--- config.mk ---
export PLATFORM = sky130hd
export DESIGN_NAME = modeseq_top
export DESIGN_NICKNAME = d
export VERILOG_FILES = /design/src/rtl/modeseq_pkg.sv /design/src/rtl/modeseq_arbiter.sv /design/src/rtl/modeseq_stepper.sv /design/src/rtl/modeseq_top.sv
export SDC_FILE = /design/constraint.sdc
export NUM_CORES = 1
export LEC_CHECK = 0
export ABC_AREA = 1
export CORE_MARGIN = 3
export CORE_UTILIZATION = 45
export DETAILED_ROUTE_END_ITERATION = 6
export DONT_BUFFER_PORTS = 1
export PLACE_DENSITY = 0.67
export SYNTH_ARGS = -nofsm -noshare
export SYNTH_HDL_FRONTEND = slang
export SYNTH_SLANG_ARGS = --single-unit
--- constraint.sdc ---
create_clock -name clk -period 2.7 [get_ports clk]
set_clock_uncertainty 0.05 [all_clocks]
set_input_delay 0.54 -clock clk [delete_from_list [all_inputs] [get_ports clk]]
set_output_delay 0.54 -clock clk [all_outputs]
set_load 0.01 [all_outputs]
--- src/rtl/modeseq_pkg.sv ---
package modeseq_pkg;

    typedef enum logic [1:0] {
        MD_INIT  = 2'd0,
        MD_HYP   = 2'd1,
        MD_VPRIV = 2'd2,
        MD_VPROT = 2'd3
    } mode_e;

    typedef enum logic [3:0] {
        OP_WIPE    = 4'd0,
        OP_FLUSH   = 4'd1,
        OP_REGRST  = 4'd2,
        OP_LDRRST  = 4'd3,
        OP_MMUOFF  = 4'd4,
        OP_MMUON   = 4'd5,
        OP_MMUSW   = 4'd6,
        OP_IORST   = 4'd7,
        OP_CTXSAVE = 4'd8,
        OP_CTXLOAD = 4'd9
    } op_e;

    typedef enum logic [2:0] {
        SQ_RESET,
        SQ_LEAVE,
        SQ_ENTER,
        SQ_EXIT,
        SQ_VMRST
    } seq_e;

    typedef enum logic [2:0] {
        PC_RESET  = 3'd0,
        PC_HYPFIX = 3'd1,
        PC_HYPVEC = 3'd2,
        PC_CTX    = 3'd3,
        PC_VMRST  = 3'd4
    } pc_e;

    localparam int NOP     = 10;
    localparam int NUNIT   = 6;
    localparam int MAX_LEN = 5;
    localparam int IDX_W   = $clog2(MAX_LEN);

    function automatic op_e seq_op(seq_e s, logic [IDX_W-1:0] i);
        op_e o;
        o = OP_FLUSH;
        case (s)
            SQ_RESET: case (i)
                3'd0: o = OP_WIPE;
                3'd1: o = OP_REGRST;
                3'd2: o = OP_LDRRST;
                3'd3: o = OP_MMUOFF;
                default: o = OP_IORST;
            endcase
            SQ_LEAVE: case (i)
                3'd0: o = OP_FLUSH;
                3'd1: o = OP_REGRST;
                default: o = OP_MMUON;
            endcase
            SQ_ENTER: case (i)
                3'd0: o = OP_FLUSH;
                3'd1: o = OP_REGRST;
                3'd2: o = OP_MMUSW;
                default: o = OP_CTXLOAD;
            endcase
            SQ_EXIT: case (i)
                3'd0: o = OP_CTXSAVE;
                3'd1: o = OP_FLUSH;
                3'd2: o = OP_REGRST;
                default: o = OP_MMUSW;
            endcase
            default: case (i)
                3'd0: o = OP_FLUSH;
                default: o = OP_REGRST;
            endcase
        endcase
        return o;
    endfunction

    function automatic logic [IDX_W-1:0] seq_len(seq_e s);
        case (s)
            SQ_RESET: return IDX_W'(5);
            SQ_LEAVE: return IDX_W'(3);
            SQ_ENTER: return IDX_W'(4);
            SQ_EXIT:  return IDX_W'(4);
            default:  return IDX_W'(2);
        endcase
    endfunction

    function automatic logic [2:0] op_unit(op_e o);
        case (o)
            OP_WIPE, OP_FLUSH:            return 3'd0;
            OP_REGRST:                    return 3'd1;
            OP_LDRRST:                    return 3'd2;
            OP_MMUOFF, OP_MMUON, OP_MMUSW: return 3'd3;
            OP_IORST:                     return 3'd4;
            default:                      return 3'd5;
        endcase
    endfunction

endpackage

--- src/rtl/modeseq_arbiter.sv ---
module modeseq_arbiter
    import modeseq_pkg::*;
(
    input  mode_e mode,
    input  logic  soft_rst_req,
    input  logic  nmi_timer,
    input  logic  yield_req,
    input  logic  enter_req,
    input  logic  leave_init_req,
    input  logic  part_loaded,
    output logic  go,
    output seq_e  go_seq,
    output logic  bad_instr,
    output logic  bad_entry
);
    logic in_guest;
    assign in_guest = (mode == MD_VPRIV) || (mode == MD_VPROT);

    always_comb begin
        go        = 1'b0;
        go_seq    = SQ_RESET;
        bad_instr = 1'b0;
        bad_entry = 1'b0;
        if (soft_rst_req) begin
            case (mode)
                MD_VPROT: bad_instr = 1'b1;
                MD_VPRIV: begin go = 1'b1; go_seq = SQ_VMRST; end
                default:  begin go = 1'b1; go_seq = SQ_RESET; end
            endcase
        end else if (nmi_timer && in_guest) begin
            go = 1'b1;
            go_seq = SQ_EXIT;
        end else if (yield_req) begin
            if (in_guest) begin go = 1'b1; go_seq = SQ_EXIT; end
            else bad_instr = 1'b1;
        end else if (enter_req) begin
            if (mode != MD_HYP) bad_instr = 1'b1;
            else if (!part_loaded) bad_entry = 1'b1;
            else begin go = 1'b1; go_seq = SQ_ENTER; end
        end else if (leave_init_req) begin
            if (mode == MD_INIT) begin go = 1'b1; go_seq = SQ_LEAVE; end
            else bad_instr = 1'b1;
        end
    end
endmodule

--- src/rtl/modeseq_stepper.sv ---
module modeseq_stepper
    import modeseq_pkg::*;
(
    input  logic             clk,
    input  logic             rst,
    input  logic             start,
    input  seq_e             start_seq,
    input  logic [NUNIT-1:0] unit_done,
    output logic             busy,
    output seq_e             cur_seq,
    output op_e              cur_op,
    output logic             issue,
    output logic             step_fire,
    output logic             last_step
);
    typedef enum logic [1:0] {PH_IDLE, PH_ISSUE, PH_WAIT} phase_e;

    phase_e           ph;
    logic [IDX_W-1:0] idx;

    assign cur_op    = seq_op(cur_seq, idx);
    assign issue     = (ph == PH_ISSUE);
    assign busy      = (ph != PH_IDLE);
    assign step_fire = (ph == PH_WAIT) && unit_done[op_unit(cur_op)];
    assign last_step = (idx == seq_len(cur_seq) - IDX_W'(1));

    always_ff @(posedge clk) begin
        if (rst) begin
            ph      <= PH_ISSUE;
            cur_seq <= SQ_RESET;
            idx     <= '0;
        end else begin
            case (ph)
                PH_IDLE: if (start) begin
                    ph      <= PH_ISSUE;
                    cur_seq <= start_seq;
                    idx     <= '0;
                end
                PH_ISSUE: ph <= PH_WAIT;
                default: if (step_fire) begin
                    if (last_step) ph <= PH_IDLE;
                    else begin
                        idx <= idx + IDX_W'(1);
                        ph  <= PH_ISSUE;
                    end
                end
            endcase
        end
    end


    step_pulse_chk: assert property (@(posedge clk) disable iff (rst)
        issue |=> !issue);


    idle_after_last_chk: assert property (@(posedge clk) disable iff (rst)
        (step_fire && last_step) |=> !busy);
endmodule

--- src/rtl/modeseq_top.sv ---
module modeseq_top
    import modeseq_pkg::*;
#(
    parameter int PART_W = 3
) (
    input  logic              clk,
    input  logic              rst,
    input  logic              soft_rst_req,
    input  logic              leave_init_req,
    input  logic              enter_req,
    input  logic [PART_W-1:0] enter_part,
    input  logic              part_loaded,
    input  logic              yield_req,
    input  logic              nmi_timer,
    input  logic              ctx_priv,
    input  logic [5:0]        unit_done,
    output logic [9:0]        step_req,
    output logic [1:0]        mode,
    output logic              mmu_en,
    output logic              loader_en,
    output logic [PART_W-1:0] act_part,
    output logic              pc_load,
    output logic [2:0]        pc_sel,
    output logic              illegal_fault,
    output logic              entry_fault,
    output logic              busy
);
    mode_e             mode_q;
    pc_e               pc_q;
    logic [PART_W-1:0] tgt_part;
    logic              go, bad_instr, bad_entry, start;
    seq_e              go_seq, cur_seq;
    op_e               cur_op;
    logic              issue, step_fire, last_step;

    modeseq_arbiter u_arb (
        .mode           (mode_q),
        .soft_rst_req   (soft_rst_req),
        .nmi_timer      (nmi_timer),
        .yield_req      (yield_req),
        .enter_req      (enter_req),
        .leave_init_req (leave_init_req),
        .part_loaded    (part_loaded),
        .go             (go),
        .go_seq         (go_seq),
        .bad_instr      (bad_instr),
        .bad_entry      (bad_entry)
    );

    assign start = go && !busy;

    modeseq_stepper u_step (
        .clk       (clk),
        .rst       (rst),
        .start     (start),
        .start_seq (go_seq),
        .unit_done (unit_done[NUNIT-1:0]),
        .busy      (busy),
        .cur_seq   (cur_seq),
        .cur_op    (cur_op),
        .issue     (issue),
        .step_fire (step_fire),
        .last_step (last_step)
    );

    assign step_req = issue ? (NOP'(1) << cur_op) : '0;
    assign mode     = mode_q;
    assign pc_sel   = pc_q;

    always_ff @(posedge clk) begin
        if (rst) begin
            mode_q        <= MD_INIT;
            mmu_en        <= 1'b0;
            loader_en     <= 1'b0;
            act_part      <= '0;
            tgt_part      <= '0;
            pc_load       <= 1'b0;
            pc_q          <= PC_RESET;
            illegal_fault <= 1'b0;
            entry_fault   <= 1'b0;
        end else begin
            pc_load       <= 1'b0;
            illegal_fault <= !busy && bad_instr;
            entry_fault   <= !busy && bad_entry;
            if (start && go_seq == SQ_ENTER) tgt_part <= enter_part;
            if (step_fire) begin
                case (cur_op)
                    OP_MMUOFF: begin mmu_en <= 1'b0; act_part <= '0; end
                    OP_MMUON:  begin mmu_en <= 1'b1; act_part <= '0; end
                    OP_MMUSW: begin
                        if (cur_seq == SQ_ENTER) begin
                            act_part <= tgt_part;
                            mode_q   <= MD_VPRIV;
                        end else begin
                            act_part <= '0;
                        end
                    end
                    OP_LDRRST: loader_en <= 1'b0;
                    OP_CTXLOAD: begin
                        mode_q  <= ctx_priv ? MD_VPRIV : MD_VPROT;
                        pc_load <= 1'b1;
                        pc_q    <= PC_CTX;
                    end
                    default: ;
                endcase
                if (last_step) begin
                    case (cur_seq)
                        SQ_RESET: begin
                            mode_q <= MD_INIT; pc_load <= 1'b1; pc_q <= PC_RESET;
                        end
                        SQ_LEAVE: begin
                            mode_q <= MD_HYP; loader_en <= 1'b1;
                            pc_load <= 1'b1; pc_q <= PC_HYPFIX;
                        end
                        SQ_EXIT: begin
                            mode_q <= MD_HYP; pc_load <= 1'b1; pc_q <= PC_HYPVEC;
                        end
                        SQ_VMRST: begin
                            mode_q <= MD_VPRIV; pc_load <= 1'b1; pc_q <= PC_VMRST;
                        end
                        default: ;
                    endcase
                end
            end
        end
    end


    one_strobe_chk: assert property (@(posedge clk) disable iff (rst)
        $onehot0(step_req));


    no_loader_in_init_chk: assert property (@(posedge clk) disable iff (rst)
        (mode_q == MD_INIT) |-> !loader_en);


    init_exit_chk: assert property (@(posedge clk) disable iff (rst)
        (mode_q == MD_INIT) |=> (mode_q == MD_INIT || mode_q == MD_HYP));


    no_direct_user_chk: assert property (@(posedge clk) disable iff (rst)
        (mode_q == MD_HYP) |=> (mode_q != MD_VPROT));


    refused_entry_chk: assert property (@(posedge clk) disable iff (rst)
        entry_fault |-> (mode_q == MD_HYP && act_part == '0));


    quiet_when_busy_chk: assert property (@(posedge clk) disable iff (rst)
        busy |-> !(illegal_fault || entry_fault));
endmodule

==> metrics.txt, run 1 <==
# rows 23; mux cell area share after synthesis 0; WL/cell 13.1 um; Worst setup EP type output port; CTS tree built; wire length of the first global-routing pass 7630 um; Post-Route WL 4750 um; Synth Register Bits 24; Final ANT Viol Nets 0; Die Y-Extent 71.7 um; Worst Slack Setup Final 0.107 ns; DR WL met2 2340 um; Worst Path Max Fanout 5; CTS max path bufs 2; ant diodes 0; core outline area 0.00409 mm^2; layout cells sized above 1 0.259; Sw Pwr 1610 uW; Synth Area in Adders 0.0322; grt ovf 0; Crit path max-delay family simple AND/OR/NAND/NOR gates; Post-Synth Simple-Gate Area 0.479; M1 WL 2200 um; R2R depth 16; antenna violations before repair 0; post-synthesis xor/xnor area fraction 0.0135; Clk pin slew, worst setup/hold paths 0.09 ns; Synth Area in Compound Gates 0.133; Final Hold Fails 0; CTS Buf Count 3; Top Ports 42; status finished clean; Starting DRT DRC Count 56; hold path start rst; Gate power share 0.729; vias in the first global route 1756; Root Buffer clkbuf_8; Clock Latency Late Sink 0.27 ns; Layout area overhead 16.8%; final-report max-slew violation count 0; Hold Path Stages 1; Pre-antenna DRT Iters 4; Synth Instances 304; transition time of the tightest slew-check pin 0.449 ns; design area 0.00227 mm^2; top-area cell type share of the netlist area 0.247; Hold EP u_step.cur_seq[2]; critical path cell sequence inv_2, ha_2, nand2_2, nand3_1, nand2_1, nand2_1, nand3_4, inv_4, nand3_2, nor3_4; HP Class input pin to flop; post-route insts no fill 363; R2R Path Start u_step.idx[0]; critical path's slowest cell dfxtp_4; DP Cell Count 355; static leakage 0.00103 uW; CP Launch Type flop; Die ar. 0.00515 mm^2; Synth area leader dfxtp_1; top layer in use met4; Chip Width 71.7 um; sequential area share after synthesis 0.247; Peak Freq 386 MHz; worst reg-to-reg setup slack 0.28 ns; Warnings, synthesis 0; Post-CTS Hold Buffers 0; worst r2r dst u_step.idx[2]; Sink Count 24; Post-synth ARST share 0; switching share of power 0.551; Met3 Routed Length 168 um; Final Critical Period 2.59 ns; part of the power in registers 0.163; GP Congestion 0.901; ys flop type dfxtp_1; post-synthesis net count 327; worst slack, placed 0.193 ns; clock power share 0.108; CP max stage delay 0.36 ns; library cells used by synthesis 37; EDFF count, synth 0; largest family of logic cells by synthesized area simple AND/OR/NAND/NOR gates; synthesized area 0.00194 mm^2; Max Cap Viol 0; Period Utilization, post-route 0.960; Tot GR Track Use 0.180; Initial Utilization 0.476; Max VDD drop 0.000364 V; DR vias 1894; DP HPWL 3580 um; CP Buf/Inv Count 2; FILL cells 402; final-report setup violation count 0; IO Port Bufs 0; Critical Path AT 2.00 ns; H-tree level count 1; Setup CP Type flop to output port; Crit path required time 2.11 ns; P per Cell Area 1290 mW/mm^2; via density per instance 5.22; # nets final 337; DRC 0; Synth Area per Inst 6.40 um^2; cell internal pwr 1310 uW; Worst slew margin 0.700; largest net degree at the start of global routing 15; Placed Area 0.00202 mm^2; synth top area cells dfxtp_1 (25%), nand2_1 (14%), nor2_1 (9.3%); Top cell by count, worst path nand2_1
## worst reg2reg max path: cells and delay by family (launching register included)
kind / cells / cell delay, ns
adders and majority gates: 1 / 0.22
and+or+nand+nor: 12 / 1.26
buffers and inverters: 2 / 0.26
DFF: 1 / 0.36
AOI/OAI and AO/OA: 1 / 0.16
## final cells by class
type	count	area [um^2]	area share
multi-input cells	232	1410	0.621
clock buffers	3	41.3	0.0182
clock inverters	1	30.0	0.0132
well taps	50	62.6	0.0275
flip-flops and latches	24	489	0.215
repair buffers	8	60.1	0.0264
inverters	45	176	0.0777
## stage by stage
stage	setup TNS [ns]	hold WS (ns)	util	total power [uW]
finish	0	0.272	0.556	2930
global route	-0.0127	0.265	0.556	3160
CTS	0	0.268	0.518	2590
detailed placement	0	0.431	0.495	2240
global placement	0	0.427	0.495	2210
floorplan	0	0.399	-	1930
## timing repair
item / 4_1_cts / 5_1_grt
endpoints found under the setup margin: 5 / 8
pin swaps: 0 / 7
gates resized for setup: 7 / 38
gates cloned: 0 / 0
hold endpoints to repair: 0 / 0
setup buffers: 0 / 4
## per-layer routing
| layer | track usage | vias to the layer above |
|---|---|---|
| met1 | 0.236 | 850 |
| li1 | - | 998 |
| met3 | 0.0252 | 4 |
| met5 | 0 | - |
| met2 | 0.311 | 42 |
| met4 | 0.0438 | 0 |
## layout by cell type (no fill, tap or decap), types with 3 or more instances in the layout
cell type / Yosys / final
nand2_1: 72 / 65
nor2_1: 48 / 40
inv_1: 40 / 36
dfxtp_1: 24 / 19
a21oi_1: 18 / 18
nand3_1: 20 / 17
nor2_2: 7 / 14
o21ai_0: 12 / 11
nand2_2: 2 / 8
buf_4: 0 / 8
inv_2: 4 / 7
nor3_1: 10 / 7
nand3_4: 5 / 5
nand3_2: 2 / 5
nor2_4: 3 / 4
dfxtp_2: 0 / 4
nand2_4: 2 / 3
xor2_1: 3 / 3
clkbuf_8: 0 / 3
## cell usage after synthesis, drive strengths merged (2+ instances only)
cell type	count
o21ai	15
nor4	2
inv	45
nand3b	2
xor2	3
a21oi	19
nor3	11
a31oi	2
nor2	60
clkbuf	2
ha	5
dfxtp	24
nand2	77
nand4	2
nand3	27
## worst max path at each step
stage | from | endpoint | slack (ns) | depth (start not counted)
after floorplan | u_step.idx[0] | step_req[4] | 0.39 | 9
after global placement | u_step.idx[0] | step_req[4] | 0.27 | 10
after detailed placement | u_step.idx[1] | u_step.idx[2] | 0.19 | 16
after CTS | u_step.idx[1] | step_req[1] | 0.01 | 10
after global routing | u_step.idx[0] | step_req[1] | -0.01 | 10
final | u_step.idx[0] | step_req[1] | 0.11 | 10
## power by group through the flow
stage / clock network (uW) / registers (uW) / logic [uW]
after floorplan: 0 / 467 / 1460
after global placement: 0 / 466 / 1750
after detailed placement: 0 / 469 / 1770
after CTS: 329 / 464 / 1800
after global routing: 338 / 482 / 2340
final: 317 / 476 / 2130
## flip-flops by register name, summed over array words and instances (netlist names)
signal and flops:
loader_en 1, pc_sel 3, mmu_en 1, illegal_fault 1
tgt_part 3, u_step.cur_seq 3, mode 2, u_step.idx 3
act_part 3, entry_fault 1, u_step.ph 2, pc_load 1
## cell families (layout without fill, tap and decap cells)
family | after synthesis | in the layout
AND/OR/NAND/NOR | 181 | 181
XOR/XNOR | 3 | 3
buffers and inverters | 48 | 57
flip-flops | 24 | 24
adder cells (fa/ha/maj) | 5 | 5
AO/OA/AOI/OAI | 43 | 43
(Power assumes the default switching activity.)
==> run 2: changes to the inputs <==
--- a/config.mk
+++ b/config.mk
@@ -7,10 +7,10 @@
 export LEC_CHECK = 0
 export ABC_AREA = 1
 export CORE_MARGIN = 3
-export CORE_UTILIZATION = 45
+export CORE_UTILIZATION = 50
 export DETAILED_ROUTE_END_ITERATION = 6
 export DONT_BUFFER_PORTS = 1
-export PLACE_DENSITY = 0.67
+export PLACE_DENSITY = 0.72
 export SYNTH_ARGS = -nofsm -noshare
 export SYNTH_HDL_FRONTEND = slang
 export SYNTH_SLANG_ARGS = --single-unit
==> metrics.txt, run 2 (synthesis results as in run 1) <==
Setup CP Type flop to output port (unchanged); CTS max path bufs 2 (unchanged); wire length of the first global-routing pass 7180 um (was 7630 um); FILL cells 366 (was 402); largest net degree at the start of global routing 15 (unchanged); most frequent cells in the layout nand2_1 (68), nor2_1 (39), inv_1 (36), dfxtp_1 (23), a21oi_1 (18) (was nand2_1 (65), nor2_1 (40), inv_1 (36), dfxtp_1 (19), a21oi_1 (18)); Starting DRT DRC Count 60 (was 56); final-report max-slew violation count 0 (unchanged); Worst slew margin 0.714 (was 0.700); # rows 22 (was 23); Clock Latency Late Sink 0.26 ns (was 0.27 ns); DRC 0 (unchanged); Core Util, Final 0.597 (was 0.556); Initial Utilization 0.523 (was 0.476); via density per instance 5.25 (was 5.22); final-report setup violation count 0 (unchanged); cell internal pwr 1270 uW (was 1310 uW); commonest non-fill, non-tap cell in the layout nand2_1 (unchanged); IO Port Bufs 0 (unchanged); DP HPWL 3550 um (was 3580 um); antenna violations before repair 0 (unchanged); R2R depth 14 (was 16); Layout area overhead 14.1% (was 16.8%); Sw Pwr 1560 uW (was 1610 uW); Worst setup EP type output port (unchanged); H-tree level count 1 (unchanged); Peak Freq 376 MHz (was 386 MHz); P per Cell Area 1280 mW/mm^2 (was 1290 mW/mm^2); Period Utilization, post-route 0.986 (was 0.960); Pre-antenna DRT Iters 4 (unchanged); Die Y-Extent 68.4 um (was 71.7 um); part of the power in registers 0.166 (was 0.163); Top Ports 42 (unchanged); switching share of power 0.551 (about the same); vias in the first global route 1684 (was 1756); HP Class input pin to flop (unchanged); CP Launch Type flop (unchanged); ant diodes 0 (unchanged); Tot GR Track Use 0.197 (was 0.180); # nets final 336 (was 337); Critical Path AT 2.07 ns (was 2.00 ns); clock power share 0.108 (about the same); WL/cell 12.6 um (was 13.1 um); Die ar. 0.00467 mm^2 (was 0.00515 mm^2); CTS tree built (unchanged); Final ANT Viol Nets 0 (unchanged); worst slack, placed 0.213 ns (was 0.193 ns); Chip Width 68.4 um (was 71.7 um); Final Critical Period 2.66 ns (was 2.59 ns); Crit path required time 2.11 ns (about the same); setup TNS 0 ns (unchanged); Root Buffer clkbuf_8 (unchanged); transition time of the tightest slew-check pin 0.426 ns (was 0.449 ns); CTS Buf Count 3 (unchanged); Max VDD drop 0.000406 V (was 0.000364 V); Post-Route WL 4550 um (was 4750 um); CP endpoint step_req[2] (was step_req[1]); worst setup path startpoint u_step.idx[1] (was u_step.idx[0]); Clk pin slew, worst setup/hold paths 0.09 ns (about the same); static leakage 0.00102 uW (was 0.00103 uW); Worst Path Max Fanout 5 (unchanged); DR vias 1889 (was 1894); Sink Count 24 (unchanged); Worst Slack Setup Final 0.0377 ns (was 0.107 ns); Max Cap Viol 0 (unchanged); worst r2r dst u_step.idx[2] (unchanged); grt ovf 0 (unchanged); R2R Path Start u_step.idx[1] (was u_step.idx[0]); RSZ-0062 raised after global routing yes; Gate power share 0.726 (was 0.729); hold slack 0.283 ns (was 0.272 ns); post-route insts no fill 360 (was 363); DP Cell Count 353 (was 355); GP Congestion 0.905 (was 0.901); worst reg-to-reg setup slack 0.16 ns (was 0.28 ns); layout cells sized above 1 0.234 (was 0.259); status finished clean (unchanged); core outline area 0.00372 mm^2 (was 0.00409 mm^2); Final Hold Fails 0 (unchanged)
==> run 2: area by class of cell <==
class                   count  area [um^2]  area share
repair buffers              7         52.6      0.0237
flip-flops and latches     24          482       0.217
well taps                  48         60.1      0.0271
clock buffers               3         41.3      0.0186
clock inverters             1         30.0      0.0135
inverters                  45          174      0.0784
multi-input cells         232         1380       0.622
==> run 2: worst max-delay path: stages, from the launching register on <==
cell and delay [ns]:
dfxtp_1 0.40, inv_2 0.07, ha_2 0.19, nand2_1 0.15
nand3_1 0.16, o21ai_2 0.38, inv_1 0.21, nand3_2 0.18
nor2_2 0.08
==> run 2: repair_timing <==
item / CTS / global route
gates cloned: 0 / 0
gates resized for setup: 5 / 27
setup endpoints to repair: 5 / 18
pin swaps: 0 / 3
buffers inserted: 0 / 3
hold buffers: 0 / 0
==> run 2: stage by stage <==
| step | total power [uW] | area (um^2) |
|---|---|---|
| 2_1_floorplan | 1930 | 1940 |
| 5_1_grt | 3080 | 2220 |
| 3_5_place_dp | 2230 | 2020 |
| 6_report | 2830 | 2220 |
| 4_1_cts | 2580 | 2110 |
| 3_3_place_gp | 2210 | 2020 |
==> run 2: layer usage <==
metal	vias to the layer above	track usage	routed length, um
li1	993	-	-
met1	834	0.250	2010
met2	56	0.339	2220
met3	6	0.0361	267
met4	0	0.0496	61
met5	-	0	0
==> run 2: worst min-delay path by stage <==
| stage | end | slack [ns] | from | cells after the start |
|---|---|---|---|---|
| after floorplan | act_part[0] | 0.40 | tgt_part[0] | 2 |
| after detailed placement | act_part[2] | 0.43 | tgt_part[2] | 2 |
| after global placement | act_part[2] | 0.43 | tgt_part[2] | 2 |
| after global routing | pc_sel[0] | 0.27 | rst | 1 |
| final | pc_sel[0] | 0.28 | rst | 1 |
| after CTS | pc_sel[0] | 0.27 | rst | 1 |
==> run 2: power by group through the flow <==
stage / Clock (uW) / Combinational, uW / Sequential [uW]
after global routing: 332 / 2270 / 479
final: 307 / 2060 / 469
after global placement: 0 / 1740 / 470
after floorplan: 0 / 1460 / 467
after detailed placement: 0 / 1760 / 472
after CTS: 320 / 1790 / 466
